[src/rtl/psq_pkg.sv]
package psq_pkg;
  localparam int PERIOD_W = 11;
  localparam int STEP_W   = 3;
  localparam int N_STEPS  = 1 << STEP_W;
  localparam int DUTY_W   = 2;
  localparam int LO_W     = 8;
  localparam int HI_W     = PERIOD_W - LO_W;

  typedef logic [PERIOD_W-1:0] period_t;
  typedef logic [STEP_W-1:0]   step_t;
  typedef logic [DUTY_W-1:0]   duty_t;

  // Bit p of the result is the level at step position p.
  function automatic logic [N_STEPS-1:0] duty_mask(input duty_t d);
    case (d)
      2'd0:    return 8'b1000_0000;
      2'd1:    return 8'b1100_0000;
      2'd2:    return 8'b1111_0000;
      default: return 8'b0011_1111;
    endcase
  endfunction
endpackage

[src/rtl/psq_regs.sv]
module psq_regs
  import psq_pkg::*;
(
  input  logic       clk,
  input  logic       rst_n,
  input  logic       wr_duty,
  input  logic       wr_lo,
  input  logic       wr_hi,
  input  logic [7:0] wr_data,
  output duty_t      duty,
  output period_t    period
);
  always_ff @(posedge clk or negedge rst_n) begin
    if (!rst_n) begin
      duty   <= '0;
      period <= '0;
    end else begin
      if (wr_duty) duty <= wr_data[DUTY_W-1:0];
      if (wr_lo)   period[LO_W-1:0] <= wr_data[LO_W-1:0];
      if (wr_hi)   period[PERIOD_W-1:LO_W] <= wr_data[HI_W-1:0];
    end
  end
endmodule

[src/rtl/psq_timer.sv]
module psq_timer
  import psq_pkg::*;
(
  input  logic    clk,
  input  logic    rst_n,
  input  logic    half_en,
  input  period_t period,
  output period_t count,
  output logic    expire
);
  assign expire = half_en && (count == '0);

  always_ff @(posedge clk or negedge rst_n) begin
    if (!rst_n)       count <= '0;
    else if (expire)  count <= period;
    else if (half_en) count <= count - 1'b1;
  end
endmodule

[src/rtl/psq_step.sv]
module psq_step
  import psq_pkg::*;
(
  input  logic  clk,
  input  logic  rst_n,
  input  logic  restart,
  input  logic  expire,
  output step_t step
);
  always_ff @(posedge clk or negedge rst_n) begin
    if (!rst_n)      step <= '0;
    else if (restart) step <= '0;
    else if (expire)  step <= step - 1'b1;
  end
endmodule

[src/rtl/psq_duty_table.sv]
module psq_duty_table
  import psq_pkg::*;
(
  input  duty_t duty,
  input  step_t step,
  output logic  level
);
  logic [N_STEPS-1:0] row;
  logic [N_STEPS-1:0] mask;

  assign mask = duty_mask(duty);

  for (genvar p = 0; p < N_STEPS; p++) begin : g_pos
    assign row[p] = mask[p] && (step == step_t'(p));
  end

  assign level = |row;
endmodule

[src/rtl/pulse_duty_seq.sv]
module pulse_duty_seq
  import psq_pkg::*;
(
  input  logic       clk,
  input  logic       rst_n,
  input  logic       half_en,
  input  logic       wr_duty,
  input  logic       wr_lo,
  input  logic       wr_hi,
  input  logic [7:0] wr_data,
  output logic       wave
);
  duty_t   duty_q;
  period_t period_q;
  period_t timer_q;
  step_t   step_q;
  logic    expire;

  psq_regs u_regs (
    .clk(clk), .rst_n(rst_n), .wr_duty(wr_duty), .wr_lo(wr_lo),
    .wr_hi(wr_hi), .wr_data(wr_data), .duty(duty_q), .period(period_q)
  );

  psq_timer u_timer (
    .clk(clk), .rst_n(rst_n), .half_en(half_en), .period(period_q),
    .count(timer_q), .expire(expire)
  );

  psq_step u_step (
    .clk(clk), .rst_n(rst_n), .restart(wr_hi), .expire(expire), .step(step_q)
  );

  psq_duty_table u_table (
    .duty(duty_q), .step(step_q), .level(wave)
  );
endmodule

[config.mk]
export PLATFORM = sky130hd
export DESIGN_NAME = pulse_duty_seq
export DESIGN_NICKNAME = d
export VERILOG_FILES = /design/src/rtl/psq_pkg.sv /design/src/rtl/psq_regs.sv /design/src/rtl/psq_timer.sv /design/src/rtl/psq_step.sv /design/src/rtl/psq_duty_table.sv /design/src/rtl/pulse_duty_seq.sv
export SDC_FILE = /design/constraint.sdc
export NUM_CORES = 1
export LEC_CHECK = 0
export CORE_MARGIN = 2
export CORE_UTILIZATION = 60
export CTS_CLUSTER_SIZE = 12
export DETAILED_ROUTE_END_ITERATION = 8
export PLACE_DENSITY = 0.84
export SETUP_SLACK_MARGIN = 0.1
export SYNTH_ARGS = -nofsm -noshare
export SYNTH_HDL_FRONTEND = slang
export SYNTH_SLANG_ARGS = --single-unit
[constraint.sdc]
create_clock -name clk -period 4.65 [get_ports clk]
set_input_delay 0.93 -clock clk [delete_from_list [all_inputs] [get_ports clk]]
set_output_delay 0.93 -clock clk [all_outputs]
set_load 0.02 [all_outputs]
==> flow_summary_export.csv <==
group,metric,value,unit
outcome,status,"finished, final reports clean",
worst_setup_path,cp_slowest_cell,"nor4_1",
logic_synthesis,ys_ff_latch,27,
clock_tree,cts_buffers,3,
route,wl,2998,µm
sta,max_clock_freq,310.9,MHz
route,drc,0,
finish,area_delta_synth_final,12.90,%
route,drt_iter0_markers,49,
worst_setup_path,r2r-start,"u_timer.count[3]",
worst_setup_path,crit_path_max_fanout,22,
global_routing,grt_max_degree,28,
power_and_ir_drop,seqPwrFrac,57.1,%
worst_setup_path,crit_top_cell,"buf_4",
logic_synthesis,ys_warn_count,0,
die,fp.dieW,53.42,µm
power_and_ir_drop,intPower,0.3876,mW
worst_hold_path,hold_path_depth,1,
sta,report.final.slew_viol_count,0,
placement,place_area,1627,µm²
sta,min_period_over_period,69.18,%
finish,finish.utilization,73.36,%
clock_tree,ctsResizeCount,0,
sta,setup_viol,0,
global_routing,globalRouteOverflowTotal,0,
finish,n_antenna_cell,0,
worst_setup_path,arrival,3490,ps
logic_synthesis,synth_top_flop_cell,"dfrtp_1",
worst_setup_path,reg2regPathDepth,5,
sta,hold_viol_final,0,
die,die-height,53.42,µm
finish,drive_above_1_share,16.13,%
sta,fin_crit,3217,ps
die,rows,17,
finish,layout.nets,179,
power_and_ir_drop,pwr-share-comb,25.4,%
die,design.die.area,2853,µm²
sta,max_slew_margin,44.94,%
placement,dp_hpwl,2146,µm
worst_setup_path,critical-path-top-delay-family,"simple AND/OR/NAND/NOR gates",
worst_setup_path,path_class,"input port to flop",
logic_synthesis,async_flop_share,100.0,%
power_and_ir_drop,switching_share,33.56,%
worst_setup_path,worstPathRequired,4920,ps
route,vias,1138,
placement,port_buffers,14,
clock_tree,cts_hold_buf,0,
worst_setup_path,r2r-end,"u_timer.count[5]",
logic_synthesis,synthCells,141,
worst_hold_path,min_to,"u_regs.period[4]",
worst_setup_path,crit_path_end_kind,"flop",
placement,gp_congestion,0.9012,
flow_run,drv_cap,0,
power_and_ir_drop,leakage,0.7113,nW
worst_setup_path,crit_path_start_kind,"input port",
die,ioPinCount,15,
die,start_util,64.98,%
sta,worst_slew_pin_slew,818.3,ps
sta,rsz0062_at_grt,"no",
global_routing,grt_pass1_wl,4947,µm
worst_setup_path,worst-path-buf-inv,3,
die,core,2255,µm²
global_routing,grt_use_total,24.06,%
clock_tree,cts_tree,"yes",
logic_synthesis,syn_nets,164,
finish,postLayoutCellArea,1654,µm²
clock_tree,cts.sinks,27,
finish,fin_cells,183,
power_and_ir_drop,power_density,352.7,nW/µm²
power_and_ir_drop,peakVddDrop,0.0003249,V
clock_tree,path_clk_slew,140,ps
route,first_pass_iters,4,
worst_setup_path,cpPeakStageDelay,760,ps
logic_synthesis,syn_avg_cell_area,10.39,µm²
logic_synthesis,synth.yosys.seq_area_share,46.11,%
power_and_ir_drop,clkPwrFrac,17.5,%
placement,dpl.cell_count,179,
clock_tree,clock_latency,330,ps
sta,setup-tns-final,0,ps
route,routed_via_density,6.219,
worst_hold_path,min_from,"u_regs.period[4]",
sta,finClkSkew,10.56,ps
logic_synthesis,synth_edf_count,0,
sta,whs,523.1,ps
global_routing,grt_pass1_vias,1043,
finish,final_cell_mix,"dfrtp_1 (27), inv_1 (15), o21ai_0 (14), clkdlybuf4s50_1 (14), mux2_2 (12)",
clock_tree,cts_buffer_depth,2,
worst_setup_path,crit_chain,"clkdlybuf4s50_1 -> buf_4 -> or4b_1 -> nor4_1 -> buf_4 -> and3_1 -> a221o_1",
clock_tree,cts_max_level,1,
logic_synthesis,yosysUniqueCellTypes,37,
worst_setup_path,reg2reg_setup_slack,2180,ps
route,drtAntennaViolNets,0,
clock_tree,clockRootBuffer,"clkbuf_4",
power_and_ir_drop,power.switching,0.1958,mW
clock_tree,post_cts_buffers,0,
logic_synthesis,syn_area,1465,µm²
route,avgRoutedWirePerCell,16.38,µm
worst_hold_path,hold_class,"flop to flop",
finish,layout_commonest_cell,"dfrtp_1",
global_routing,antenna_found_initial,0,
-- how the worst max path moves through the flow --
stage,startpoint,endpoint,slack [ps],cells after the start
after floorplan,half_en,u_timer.count[5],2100,5
after global placement,half_en,u_timer.count[5],1270,7
after detailed placement,half_en,u_timer.count[5],1180,7
after CTS,half_en,u_timer.count[5],1480,7
after global routing,half_en,u_timer.count[3],1220,7
final,half_en,u_timer.count[5],1430,7
-- Yosys cell counts (2+ instances only) --
| cell type | n | share of area, % |
|---|---|---|
| dfrtp_1 | 27 | 46 |
| inv_1 | 15 | 3.8 |
| o21ai_0 | 14 | 4.8 |
| mux2_2 | 12 | 9.2 |
| ha_1 | 9 | 7.7 |
| a22oi_1 | 6 | 3.1 |
| nor2_1 | 6 | 1.5 |
| nand2_1 | 5 | 1.3 |
| clkbuf_1 | 4 | 1.0 |
| nor3_1 | 4 | 1.4 |
| nand3_1 | 3 | 1.0 |
| nor4_1 | 3 | 1.3 |
| o2bb2ai_1 | 3 | 1.8 |
| a211oi_1 | 2 | 1.0 |
| a21o_1 | 2 | 1.0 |
| a22o_1 | 2 | 1.2 |
| buf_2 | 2 | 0.68 |
| nand2b_1 | 2 | 0.85 |
| or2_2 | 2 | 0.85 |
-- layer usage --
metal	vias to the layer above	share of wire [%]	track usage [%]
met5	-	0	0
met4	0	0.77	8.547
met3	4	4.7	3.672
met2	38	49	37.65
met1	561	45	33.45
li1	535	-	-
-- registers in the layout, indices dropped and copies added, names as in the netlist --
register / count
u_timer.count: 11
u_regs.duty: 2
u_step.step: 3
u_regs.period: 11
-- worst reg2reg max path, cell delays in order (launching register included) --
cell	delay, ps
dfrtp_1	450
or4_1	690
nor4_1	730
buf_4	280
and3_1	160
a221o_1	110
-- kinds of logic (layout without fill, tap and decap cells) --
kind of cell	Yosys count	after routing	synth area share (%)
AO/OA/AOI/OAI	36	36	16.99
XOR/XNOR	1	1	0.5979
adder cells (fa/ha/maj)	9	9	7.686
buffers and inverters	22	36	6.319
flip-flops	27	27	46.11
multiplexers	12	12	9.223
AND/OR/NAND/NOR	34	34	13.07
-- power by group through the flow --
| stage | combinational [mW] | clock (mW) | sequential, mW |
|---|---|---|---|
| global route | 0.167 | 0.112 | 0.339 |
| finish | 0.148 | 0.102 | 0.333 |
| detailed placement | 0.144 | 0 | 0.335 |
| floorplan | 0.105 | 0 | 0.319 |
| CTS | 0.147 | 0.102 | 0.330 |
| global placement | 0.136 | 0 | 0.330 |
-- cell type report --
cell class | instances | area [µm²]
clock buffer | 3 | 22.52
clock inverter | 1 | 5.005
fill | 166 | 600.6
inverter | 15 | 56.30
multi-input combinational | 92 | 696.9
sequential | 27 | 675.6
tap | 28 | 35.03
timing repair buffer | 17 | 162.7
-- stage by stage --
step / worst slack [ps] / power, mW
after floorplan: 2099 / 0.4241
after global routing: 1222 / 0.6190
after CTS: 1476 / 0.5798
after global placement: 1270 / 0.4662
final: 1433 / 0.5833
after detailed placement: 1184 / 0.4789
Note: power is estimated with default switching activity, not from simulation.
